==> config.mk <==
export PLATFORM = sky130hd
export DESIGN_NAME = tg_top
export DESIGN_NICKNAME = d
export VERILOG_FILES = /design/src/rtl/tg_pkg.sv /design/src/rtl/tg_lfsr_offset.sv /design/src/rtl/tg_tag_walker.sv /design/src/rtl/tg_ptr_merge.sv /design/src/rtl/tg_top.sv
export SDC_FILE = /design/constraint.sdc
export NUM_CORES = 1
export LEC_CHECK = 0
export ABC_AREA = 0
export BUFFER_PORTS_ARGS = -buffer_cell sky130_fd_sc_hd__buf_2
export CAP_MARGIN = 20
export CORE_AREA = 2 2 149 151
export DETAILED_ROUTE_END_ITERATION = 8
export DIE_AREA = 0 0 151 153
export PLACE_DENSITY = 0.86
export REMOVE_ABC_BUFFERS = 1
export SETUP_SLACK_MARGIN = 0.2
export SYNTH_ARGS = -nofsm -noshare
export SYNTH_HDL_FRONTEND = slang
export SYNTH_SLANG_ARGS = --single-unit
==> constraint.sdc <==
create_clock -name clk -period 9.3 [get_ports clk]
set_clock_uncertainty 0.15 [all_clocks]
set_input_delay 0.465 -clock clk [delete_from_list [all_inputs] [get_ports clk]]
set_output_delay 0.465 -clock clk [all_outputs]
set_load 0.02 [all_outputs]
==> src/rtl/tg_pkg.sv <==
// Shared constants, types and the LFSR feedback function for the tag generator.
// Assumes a 4-bit tag space and a 16-bit seed; the feedback taps are fixed.
package tg_pkg;
    localparam int TAG_W          = 4;
    localparam int NUM_TAGS       = 1 << TAG_W;
    localparam int SEED_W         = 16;
    localparam int STATE_TAG_LSB  = 0;
    localparam int STATE_SEED_LSB = 8;
    localparam int PTR_TAG_LSB    = 56;

    typedef logic [TAG_W-1:0]    tag_t;
    typedef logic [NUM_TAGS-1:0] mask_t;
    typedef logic [SEED_W-1:0]   seed_t;

    typedef enum logic {
        WK_IDLE = 1'b0,
        WK_RUN  = 1'b1
    } wk_state_e;

    // Feedback bit taken from the current seed.
    function automatic logic seed_feedback(seed_t s);
        return s[5] ^ s[3] ^ s[2] ^ s[0];
    endfunction
endpackage

==> src/rtl/tg_lfsr_offset.sv <==
// Advances the seed STEPS times in one combinational pass.
// Collects each feedback bit into an offset word, LSB first.
// Assumes STEPS is small (one tag width).
module tg_lfsr_offset
    import tg_pkg::*;
#(
    parameter int STEPS = TAG_W
) (
    input  seed_t              seed_in,
    output seed_t              seed_out,
    output logic [STEPS-1:0]   step_ofs
);
    // Chain of shift steps, new bit entering at the top.
    always_comb begin
        seed_t s;
        logic  fb;
        s = seed_in;
        step_ofs = '0;
        for (int i = 0; i < STEPS; i++) begin
            fb          = seed_feedback(s);
            step_ofs[i] = fb;
            s           = {fb, s[SEED_W-1:1]};
        end
        seed_out = s;
    end
endmodule

==> src/rtl/tg_tag_walker.sv <==
// Walks the tag space one value per clock from a start tag.
// Moves by a given count of allowed values and wraps at the top.
// With a zero count it settles on the first allowed value at or after the start.
// A fully set mask gives tag 0 with no walk.
// fin pulses for one cycle while tag_out holds the result.
// Assumes start is raised only while busy is low.
module tg_tag_walker
    import tg_pkg::*;
(
    input  logic  clk,
    input  logic  rst_n,
    input  logic  start,
    input  tag_t  start_tag,
    input  tag_t  step_cnt,
    input  mask_t excl,
    output logic  busy,
    output logic  fin,
    output tag_t  tag_out
);
    wk_state_e st;
    tag_t      cur;
    tag_t      rem;
    mask_t     msk;
    tag_t      nxt;

    // Next candidate tag, wrapping naturally in TAG_W bits.
    assign nxt = cur + tag_t'(1);

    // Walk sequencer: load on start, one step per cycle, pulse fin at the end.
    always_ff @(posedge clk) begin
        if (!rst_n) begin
            st  <= WK_IDLE;
            cur <= '0;
            rem <= '0;
            msk <= '0;
            fin <= 1'b0;
        end else begin
            fin <= 1'b0;
            case (st)
                WK_IDLE: begin
                    if (start) begin
                        msk <= excl;
                        rem <= step_cnt;
                        if (&excl) begin
                            cur <= '0;
                            fin <= 1'b1;
                        end else begin
                            cur <= start_tag;
                            st  <= WK_RUN;
                        end
                    end
                end
                WK_RUN: begin
                    if (rem == '0) begin
                        if (!msk[cur]) begin
                            fin <= 1'b1;
                            st  <= WK_IDLE;
                        end else begin
                            cur <= nxt;
                        end
                    end else begin
                        cur <= nxt;
                        if (!msk[nxt]) begin
                            rem <= rem - tag_t'(1);
                        end
                    end
                end
                default: st <= WK_IDLE;
            endcase
        end
    end

    // Status and result views.
    assign busy    = (st == WK_RUN);
    assign tag_out = cur;
endmodule

==> src/rtl/tg_ptr_merge.sv <==
// Places a tag into a fixed field of a pointer; all other bits pass through.
// Assumes the field lies fully inside the pointer.
module tg_ptr_merge
    import tg_pkg::*;
#(
    parameter int PTR_W   = 64,
    parameter int TAG_LSB = PTR_TAG_LSB
) (
    input  logic [PTR_W-1:0] base_ptr,
    input  tag_t             tag,
    output logic [PTR_W-1:0] out_ptr
);
    localparam int TAG_MSB = TAG_LSB + TAG_W - 1;

    // Per-bit select between the tag and the pass-through pointer bit.
    for (genvar b = 0; b < PTR_W; b++) begin : g_bit
        if (b >= TAG_LSB && b <= TAG_MSB) begin : g_tag
            assign out_ptr[b] = tag[b - TAG_LSB];
        end else begin : g_pass
            assign out_ptr[b] = base_ptr[b];
        end
    end
endmodule

==> src/rtl/tg_top.sv <==
// Excluding tag generator top. It takes one request when idle and picks the
// start tag, offset and mask by mode. The walker runs, then the tagged pointer
// and state word are registered with a one-cycle done pulse.
// Assumes PTR_W > DELTA_W, PTR_W >= 60 and STATE_W >= 24.
module tg_top
    import tg_pkg::*;
#(
    parameter int PTR_W   = 64,
    parameter int DELTA_W = 16,
    parameter int STATE_W = 32
) (
    input  logic               clk,
    input  logic               rst_n,
    input  logic               req_valid,
    input  logic               req_adjust,
    input  logic [PTR_W-1:0]   req_ptr,
    input  logic [15:0]        req_opnd_excl,
    input  logic [15:0]        req_ctrl_excl,
    input  logic [STATE_W-1:0] req_state,
    input  logic [3:0]         req_tag_step,
    input  logic [DELTA_W-1:0] req_addr_delta,
    output logic               busy,
    output logic               done,
    output logic [PTR_W-1:0]   res_ptr,
    output logic [STATE_W-1:0] res_state
);
    localparam int EXT_W = PTR_W - DELTA_W;

    logic               active;
    logic               accept;
    seed_t              seed_cur;
    seed_t              seed_adv;
    tag_t               rnd_ofs;
    tag_t               sel_start;
    tag_t               sel_step;
    mask_t              sel_mask;
    logic [PTR_W-1:0]   sel_base;
    logic               hold_adj;
    logic [PTR_W-1:0]   hold_base;
    logic [STATE_W-1:0] hold_state;
    seed_t              hold_seed;
    logic               wk_busy;
    logic               wk_fin;
    tag_t               wk_tag;
    logic [PTR_W-1:0]   merged_ptr;
    logic [STATE_W-1:0] built_state;

    // Request admission: only while no request is in flight.
    assign accept   = req_valid && !active;
    assign seed_cur = req_state[STATE_SEED_LSB +: SEED_W];

    tg_lfsr_offset #(.STEPS(TAG_W)) u_lfsr (
        .seed_in  (seed_cur),
        .seed_out (seed_adv),
        .step_ofs (rnd_ofs)
    );

    // Mode selection of start tag, offset, mask and base pointer.
    always_comb begin
        if (req_adjust) begin
            sel_start = req_ptr[PTR_TAG_LSB +: TAG_W];
            sel_step  = req_tag_step;
            sel_mask  = req_ctrl_excl;
            sel_base  = req_ptr + {{EXT_W{req_addr_delta[DELTA_W-1]}}, req_addr_delta};
        end else begin
            sel_start = req_state[STATE_TAG_LSB +: TAG_W];
            sel_step  = rnd_ofs;
            sel_mask  = req_ctrl_excl | req_opnd_excl;
            sel_base  = req_ptr;
        end
    end

    // Capture of the request context needed when the walk ends.
    always_ff @(posedge clk) begin
        if (!rst_n) begin
            hold_adj   <= 1'b0;
            hold_base  <= '0;
            hold_state <= '0;
            hold_seed  <= '0;
        end else if (accept) begin
            hold_adj   <= req_adjust;
            hold_base  <= sel_base;
            hold_state <= req_state;
            hold_seed  <= seed_adv;
        end
    end

    tg_tag_walker u_walk (
        .clk       (clk),
        .rst_n     (rst_n),
        .start     (accept),
        .start_tag (sel_start),
        .step_cnt  (sel_step),
        .excl      (sel_mask),
        .busy      (wk_busy),
        .fin       (wk_fin),
        .tag_out   (wk_tag)
    );

    tg_ptr_merge #(.PTR_W(PTR_W), .TAG_LSB(PTR_TAG_LSB)) u_merge (
        .base_ptr (hold_base),
        .tag      (wk_tag),
        .out_ptr  (merged_ptr)
    );

    // Random-mode state word: tag low, seed in its field, rest zero.
    always_comb begin
        built_state = '0;
        built_state[STATE_TAG_LSB +: TAG_W]   = wk_tag;
        built_state[STATE_SEED_LSB +: SEED_W] = hold_seed;
    end

    // In-flight flag and result registers with the done pulse.
    always_ff @(posedge clk) begin
        if (!rst_n) begin
            active    <= 1'b0;
            done      <= 1'b0;
            res_ptr   <= '0;
            res_state <= '0;
        end else begin
            done <= 1'b0;
            if (accept) begin
                active <= 1'b1;
            end else if (wk_fin) begin
                active    <= 1'b0;
                done      <= 1'b1;
                res_ptr   <= merged_ptr;
                res_state <= hold_adj ? hold_state : built_state;
            end
        end
    end

    assign busy = active;

    // The walker's own busy is implied by active; keep it observable for lint.
    logic unused_wk_busy;
    assign unused_wk_busy = wk_busy;
endmodule

==> impl_metrics.ini, run 1 <==
[power_and_ir_drop]
power.internal_mw = 1.787
clkPwrFrac = 0.352
vdd_ir_drop_max_v = 0.0001341
combPwrFrac = 0.238
total_power_mw = 2.583
share_seq_of_total_power = 0.409
p_sw_mw = 0.7967
powerDensity_nw_per_um2 = 175.2
power.leakage_nw = 6.215
netSwitchingFraction = 0.3084

[synthesis]
synth_edf_count = 0
synth_xor_area_frac = 0.04476
syn_avg_cell_area_um2 = 7.915
yosysWarnings = 0
async_flop_share = 0
ys.flop_type = dfxtp_1
synth_compound_area_frac = 0.2557
synthAdderAreaFrac = 0.06650
syn_inst = 1607
ys_ff_latch = 221
synth_seq_area_share = 0.3478
synth_mux_area_frac = 0.05725
syn_area_um2 = 12720
synthDistinctLibCells = 78
synth-simple-area-share = 0.1894
synth_top_family_by_area = compound AO/OA/AOI/OAI gates

[placement]
hpwl_um = 25470
post_dp_cell_area_um2 = 13980
place_inst = 2035
place.gp.congestion = 0.9879
io_buffers = 249

[sta]
worst_pin_slew_ns = 1.056
setup_tns_ns = 0
setup_viol_count_final = 0
finalMaxSlewViolations = 0
rsz0062_at_grt = no
hold_viol_final = 0
post-route-min-period_ns = 3.699
period_share = 0.3978
timing.fmax_ghz = 0.2703
relSlewSlack = 0.2957

[die]
row_count = 54
die_area_um2 = 23100
initial_utilization = 0.5920
core_um2 = 21490
io_pins = 250
die_x_um = 151
die_h_um = 153

[routing]
dr.pass1.iters = 8
vias = 12580
vias_per_cell = 6.058
remaining_drc_errors = 0
drtIter0Drc = 781
drtAntennaViolNets = 0
drt-total-wl_um = 36210
wire_per_inst_um = 17.44

[clock_network]
numCtsBuffers = 25
clk_latency_ns = 0.52
cts.path.max_buffers = 3
post_cts_buffers = 0
htreeDepth = 1
cts-resized-gates = 0
cts_root_buffer = clkbuf_16
cts_hold_buf = 0
clk_pin_slew_ns = 0.06
cts.sinks = 221
tritoncts = yes

[setup_path]
critical_path_class = input pin to flop
cpMaxStageDelayCell = a311oi_1
worstSetupEndpointType = flop
cp_max_fo = 53
path_cells = buf_2 > buf_4 > ha_1 > a21oi_1 > o21ai_0 > a21o_1 > a221oi_1 > nand4_1 > a311oi_1 > o31ai_1 > a21oi_1 > xor2_1 > a221oi_1
cp-startpoint = req_addr_delta[15]
max_stage_delay_ns = 0.50
critPathLaunchType = input pin
worstPathArrival_ns = 3.89
worst_ep_required_time_ns = 9.49
r2r_start = u_walk.tag_out[0]

[global_route]
grt_pass1_wl_um = 57770
grt_pass1_vias = 11810
grt_usage = 0.3029
grt_max_degree = 106
grt_overflow = 0
antenna_found_initial = 1

[final_layout]
fin_area_um2 = 14740
nets = 2002
post-route-util = 0.6862
synthToLayoutAreaGrowth_pct = 15.91
stdcell_count = 2076
drive_above_1_share = 0.1894

[outcome]
status = complete, no violations

[worst_hold_path]
hold_class = input pin to flop
hp-start = req_state[20]

[flow_run]
cap_viol_max_count = 0
## final timing paths
kind | to | cells past startpoint | slack (ns)
min | hold_state[20] | 3 | 0.04
max reg2reg | u_walk.rem[2] | 7 | 5.90
min reg2reg | res_ptr[36] | 2 | 0.30
max | hold_base[52] | 13 | 5.60
## critical path: cells and delay by family
family / cells / cell delay, ns
AO/OA/AOI/OAI: 8 / 2.02
adder cells (fa/ha/maj): 1 / 0.42
XOR/XNOR: 1 / 0.16
AND/OR/NAND/NOR: 1 / 0.21
buffers and inverters: 2 / 0.56
## synthesized netlist by cell type (all sizes together), types with 16 or more instances
cell	n	share of area
buf	23	0.0079
inv	17	0.0050
o21ai	60	0.024
xor2	27	0.019
nand3	28	0.011
dfxtp	221	0.35
nand2	280	0.083
clkbuf	87	0.026
ha	66	0.065
a21o	37	0.022
a21oi	231	0.091
nor2	137	0.040
xnor2	38	0.026
a31oi	16	0.0079
a211oi	74	0.044
nor3	24	0.0098
mux2i	48	0.038
nand4	16	0.0079
## area by class of cell
cell class | count | area [um2]
flip-flops and latches | 221 | 4425
well taps | 280 | 350.3
multi-input cells | 1259 | 7826
fillers | 1784 | 6743
diodes | 1 | 2.502
repair buffers | 259 | 1329
clock inverters | 9 | 86.33
inverters | 17 | 68.82
clock buffers | 30 | 654.4
## sequential cells by signal (all words and copies together), names as in the netlist
name and count:
busy 1, done 1, hold_adj 1, hold_base 60, hold_seed 4, hold_state 32, res_ptr 64, res_state 32
u_walk.busy 1, u_walk.fin 1, u_walk.msk 16, u_walk.rem 4, u_walk.tag_out 4
## logic make-up after synthesis
group / after synthesis
AOI/OAI and AO/OA: 515
xor gates and xnor gates: 65
adders and majority gates: 67
buffers and inverters: 127
DFF: 221
muxes: 60
and+or+nand+nor: 552
## cell usage in the layout, fill, tap and decap left out, types with 23 or more instances in the layout
master / count
a211oi_1: 73
a21o_1: 37
a21oi_1: 230
buf_2: 249
clkbuf_16: 25
dfxtp_1: 220
ha_1: 66
mux2i_1: 48
nand2_1: 279
nand3_1: 28
nor2_1: 136
nor3_1: 23
o21ai_0: 57
xnor2_1: 38
xor2_1: 27
## per-layer routing
| layer | share of wire | routed length, um | track usage |
|---|---|---|---|
| met5 | 0 | 0 | 0 |
| met2 | 0.47 | 17060 | 0.5048 |
| met4 | 0.037 | 1345 | 0.1175 |
| met1 | 0.42 | 15280 | 0.3987 |
| met3 | 0.070 | 2530 | 0.03791 |
## power groups by stage
stage	Sequential [mW]	Combinational (mW)	Clock, mW
after CTS	1.06	0.607	0.925
after global placement	1.07	0.592	0
after floorplan	1.08	0.423	0
after global routing	1.07	0.678	0.957
final	1.06	0.616	0.910
after detailed placement	1.08	0.602	0
## through the flow
| step | hold WS, ns | setup slack (ns) |
|---|---|---|
| global placement | 0.2841 | 5.274 |
| detailed placement | 0.2907 | 5.141 |
| floorplan | 0.2774 | 3.617 |
| CTS | 0.02198 | 5.674 |
| finish | 0.03803 | 5.601 |
| global route | 0.04146 | 5.245 |
Power figures use the tool's default switching activity.
==> run 2, diff against run 1 <==
Settings changed: CORE_AREA 2 2 149 151 to 2 2 161 163, DIE_AREA 0 0 151 153 to 0 0 163 165, PLACE_DENSITY 0.86 to 0.78.
Clock period 9.3 ns to 3.2 ns, I/O delays scaled along.
==> run 2 against run 1 <==
  * Power rose to 3.1 times the previous value
  * Cell area up 15%
  * Via count up 10%
  * Global-route usage up 0.49 points
  * Register-to-register slack worse by 5.5 ns
  * Critical endpoint is now hold_base[35]
  * Utilization down 0.87 points
  * Routed wire length up 19%
  * Largest power group unchanged
  * Sequential cell count unchanged
  * Sequential share of layout area down 3.9 points
  * Clock power rose to 2.9 times the previous value
==> impl_metrics.ini, run 2 (synthesis gave the netlist of run 1 again) <==
[outcome]
status = complete, no violations

[setup_path]
cp_max_fo = 2
critPathLaunchType = input pin
rr_endpoint = u_walk.rem[3]
reg2reg_depth = 7
critical_path_class = input pin to flop
worstSetupEndpointType = flop
worstPathArrival_ns = 3.25
reg2reg_slack_ns = 0.36
r2r_start = u_walk.tag_out[1]
worst_ep_required_time_ns = 3.45

[power_and_ir_drop]
total_power_mw = 7.924
vdd_ir_drop_max_v = 0.0003702
powerDensity_nw_per_um2 = 467.2
power.leakage_nw = 7.248

[final_layout]
post-route-util = 0.6775
nets = 2219
drive_above_1_share = 0.2257
largest_reg_flops = 64
stdcell_count = 2347
final_common_cell = nand2_1
final_cell_mix = nand2_1 (278), buf_2 (249), a21oi_1 (227)
multiInputGateArea_um2 = 7963
fin_area_um2 = 16960
top_regs = res_ptr: 64 flops, hold_base: 60 flops
top_register = res_ptr
synthToLayoutAreaGrowth_pct = 33.35
regArea_um2 = 4425
fillCellCount = 1995

[clock_network]
numCtsBuffers = 25
clk_pin_slew_ns = 0.07
clk_latency_ns = 0.52
cts.path.max_buffers = 3
cts_root_buffer = clkbuf_16
htreeDepth = 1
tritoncts = yes
cts.sinks = 221

[sta]
finalMaxSlewViolations = 0
post-route-min-period_ns = 2.999
setup_viol_count_final = 0
hold_viol_final = 0
relSlewSlack = 0.3156
hold_ws_ns = 0.01043
period_share = 0.9371
rsz0062_at_grt = yes
timing.fmax_ghz = 0.3335
worst_pin_slew_ns = 1.027

[die]
die_area_um2 = 26900
initial_utilization = 0.5080
die_x_um = 163
die_h_um = 165
io_pins = 250
row_count = 58
core_um2 = 25040

[worst_hold_path]
hold_depth = 4
min_to = hold_base[55]
hold_class = input pin to flop
hp-start = req_ptr[55]

[routing]
remaining_drc_errors = 0
vias = 13860
dr.pass1.iters = 5
wire_per_inst_um = 18.35
drt-total-wl_um = 43070
drtAntennaViolNets = 0
vias_per_cell = 5.905
drtIter0Drc = 1257

[global_route]
grt_max_degree = 108
grt_usage = 0.3078
grt_pass1_wl_um = 67170
antenna_found_initial = 1
grt_pass1_vias = 13100
grt_overflow = 0

[placement]
place.gp.congestion = 0.9401
post_dp_cell_area_um2 = 14820
place_inst = 2177
hpwl_um = 28050
io_buffers = 249

[flow_run]
cap_viol_max_count = 0
-- run 2: changes by cell type in the layout (fill, tap and decap cells not counted), moves of 5 or more --
cell           delta
buf_12            +6
ha_1              -5
buf_4            +86
clkinv_2          +5
dlygate4sd3_1   +126
-- run 2: cell type report --
cell class / instances / area share
clock inverter: 9 / 0.002877
inverter: 17 / 0.004057
multi-input combinational: 1259 / 0.4695
clock buffer: 34 / 0.04124
tap: 330 / 0.02434
antenna: 1 / 0.0001475
sequential: 221 / 0.2609
timing repair buffer: 476 / 0.1970
-- run 2: critical path, cell delays in order --
cell and delay, ns:
dlygate4sd3_1 0.54, buf_2 0.14, ha_1 0.30, a21o_1 0.19, a31oi_2 0.30, nor3b_1 0.10, a41o_1 0.24, or2_2 0.29
a21o_1 0.22, a21oi_2 0.18, o21bai_1 0.10, xnor2_1 0.15, a2111oi_2 0.34
-- run 2: stage by stage --
| stage | setup WS, ns | TNS [ns] |
|---|---|---|
| after floorplan | -2.452 | -288.49 |
| after global placement | -0.08273 | -0.5067 |
| after detailed placement | -0.1860 | -1.382 |
| after CTS | 0.2231 | 0 |
| after global routing | 0.1177 | 0 |
| final | 0.2014 | 0 |
-- run 2: report_power, final --
group          internal, mW  switching, mW
logic                 0.989           1.22
registers              2.93          0.131
clock network          1.52           1.13
-- run 2: how the worst max path moves through the flow --
stage	slack, ns	start	to	cells past startpoint
6_report	0.20	req_ptr[8]	hold_base[35]	13
5_1_grt	0.12	req_ptr[12]	hold_base[42]	12
4_1_cts	0.22	req_ptr[9]	hold_base[60]	12
3_5_place_dp	-0.19	req_addr_delta[15]	hold_base[60]	12
3_3_place_gp	-0.08	req_addr_delta[15]	hold_base[60]	12
2_1_floorplan	-2.45	busy	hold_base[51]	5
-- run 2: per-layer routing --
metal  wire length [um]  global-route usage  up-vias
met4               2244              0.1512        0
met2              19980              0.5079      667
met5                  0                   0        -
met3               2833             0.04370      195
li1                   -                   -     6558
met1              18020              0.3958     6439
-- run 2: repair_timing --
item / 4_1_cts / 5_1_grt
gates resized for setup: 0 / 26
endpoints found under the hold margin: 112 / 0
endpoints found under the setup margin: 0 / 23
hold buffers: 126 / 0
buffers inserted: 0 / 0
==> run 3, diff against run 2 <==
Settings changed: CORE_AREA 2 2 161 163 to 2 2 171 173, DIE_AREA 0 0 163 165 to 0 0 173 175, SYNTH_HIERARCHICAL set to 1.
==> run 3 against run 2 <==
  * Synthesized cell count rose by 9.5%
  * Final cell count rose by 4.0%
  * Sequential cell count rose by 12
  * First-iteration DRC count fell by 24%
  * Power rose by 4.4%
  * Clock-buffer cell count rose by 3
  * Cell area rose by 4.7%
  * Fmax rose by 1.5%
  * Sequential power rose by 4%
  * Global-route usage fell by 4.1 points
  * Worst setup slack improved by 0.044 ns
  * Clock power rose by 14%
  * Critical path type unchanged
  * Critical endpoint is now hold_base[60]
  * Highest routed layer unchanged
==> impl_metrics.ini, run 3 <==
[clock_network]
cts_root_buffer = clkbuf_16
cts.path.max_buffers = 3
clk_pin_slew_ns = 0.06
cts.sinks = 233
numCtsBuffers = 26
htreeDepth = 1
clk_latency_ns = 0.55
tritoncts = yes

[worst_hold_path]
hold_class = input pin to flop
hold_depth = 4

[global_route]
grt_max_degree = 78
grt_usage = 0.2664
grt_pass1_wl_um = 67480
grt_overflow = 0
grt_pass1_vias = 13630
antenna_found_initial = 3

[die]
die_h_um = 175
core_um2 = 28390
row_count = 62
initial_utilization = 0.5032
die_x_um = 173
die_area_um2 = 30280
io_pins = 250

[outcome]
status = complete, no violations

[sta]
worst_pin_slew_ns = 0.9629
period_share = 0.9233
finalMaxSlewViolations = 0
post-route-min-period_ns = 2.955
hold_viol_final = 0
setup_viol_count_final = 0
timing.fmax_ghz = 0.3385
relSlewSlack = 0.3581
rsz0062_at_grt = yes

[synthesis]
yosysWarnings = 6
syn_avg_cell_area_um2 = 8.118
syn_area_um2 = 14290
syn_inst = 1760

[placement]
io_buffers = 249
place_inst = 2265
place.gp.congestion = 0.9169
hpwl_um = 27840

[setup_path]
worstSetupEndpointType = flop
cp_max_fo = 5
worstPathArrival_ns = 3.20
worst_ep_required_time_ns = 3.45
critPathLaunchType = input pin
critical_path_class = input pin to flop
reg2reg_depth = 6

[routing]
vias_per_cell = 5.641
dr.pass1.iters = 5
vias = 13780
drtAntennaViolNets = 0
wire_per_inst_um = 17.18
drtIter0Drc = 953
remaining_drc_errors = 0
drt-total-wl_um = 41960

[final_layout]
drive_above_1_share = 0.2039
stdcell_count = 2442
final_cell_mix = nand2_1 (387), buf_2 (248), dfxtp_1 (232)
synthToLayoutAreaGrowth_pct = 24.32
fillCellCount = 2369
largest_reg_flops = 64
final_common_cell = nand2_1
top_regs = res_ptr: 64 flops, hold_base: 60 flops
top_register = res_ptr
nets = 2256

[power_and_ir_drop]
powerDensity_nw_per_um2 = 465.6
power.leakage_nw = 8.094
p_sw_mw = 2.475
clkPwrFrac = 0.367
share_seq_of_total_power = 0.386
power.internal_mw = 5.796
total_power_mw = 8.271
combPwrFrac = 0.247
vdd_ir_drop_max_v = 0.0004329
netSwitchingFraction = 0.2993

[flow_run]
cap_viol_max_count = 0
[run 3: cell count changes in the layout (fill, tap and decap cells not counted), sizes merged, moves of 10 or more]
cell    change
a21o       +27
nor2       -86
buf        -23
a21oi     -101
nand4      +16
a21boi    +130
nand2     +108
inv        +10
o22ai      -13
dfxtp      +12
o211a      +45
a211oi     -66
[run 3: worst paths after layout]
path | startpoint | to | slack, ns
max | req_ptr[18] | hold_base[60] | 0.25
min | req_ptr[57] | u_walk/tag_out[1] | 0.03
max reg2reg | u_walk/tag_out[0] | u_walk/rem[1] | 0.54
min reg2reg | res_ptr[16] | res_ptr[16] | 0.31
[run 3: what timing repair did]
action / in CTS / in global routing
buffers inserted: 0 / 1
hold buffers: 128 / 0
endpoints found under the hold margin: 167 / 0
resized for setup: 0 / 8
setup endpoints to repair: 0 / 13
[run 3: critical path: stages]
cell and delay [ns]:
dlygate4sd3_1 0.55, buf_2 0.14, ha_1 0.29, nand2_1 0.08, nor3_1 0.24, o2111ai_1 0.18
nand3_1 0.22, a21oi_1 0.11, buf_4 0.17, o41ai_4 0.20, buf_4 0.20, a21oi_2 0.05
buf_4 0.17, o31ai_2 0.29, a31oi_1 0.14
[run 3: layout make-up]
cell class	count	area, um2	area share
Clock buffer	37	752.0	0.04234
Multi-Input combinational cell	1296	8479	0.4774
Antenna cell	3	7.507	0.0004227
Tap cell	384	480.5	0.02705
Clock inverter	8	107.6	0.006058
Inverter	26	100.1	0.005635
Sequential cell	233	4666	0.2627
Timing Repair Buffer	455	3169	0.1784
[run 3: power by group through the flow]
stage	logic, mW	registers, mW	clock network, mW
6_report	2.04	3.19	3.03
5_1_grt	2.23	3.21	3.19
4_1_cts	1.98	3.19	3.06
3_5_place_dp	1.84	3.25	0
3_3_place_gp	1.82	3.24	0
2_1_floorplan	1.17	3.26	0
[run 3: stage by stage]
step,area (um2),setup TNS [ns],hold slack [ns],util,setup slack (ns)
finish,17760,0,0.02565,0.6256,0.2455
global route,17760,0,0.01984,0.6256,0.1510
CTS,17710,0,0.009738,0.6236,0.2106
detailed placement,15560,-0.2457,0.2693,0.5482,-0.08513
global placement,15560,-0.09832,0.2698,0.5482,-0.09163
floorplan,13190,-363.01,0.1382,-,-2.137
[run 3: per-layer routing]
layer / share of wire / global-route usage
met1: 0.43 / 0.3306
met3: 0.055 / 0.03568
met5: 0 / 0
met2: 0.47 / 0.4525
met4: 0.049 / 0.1377
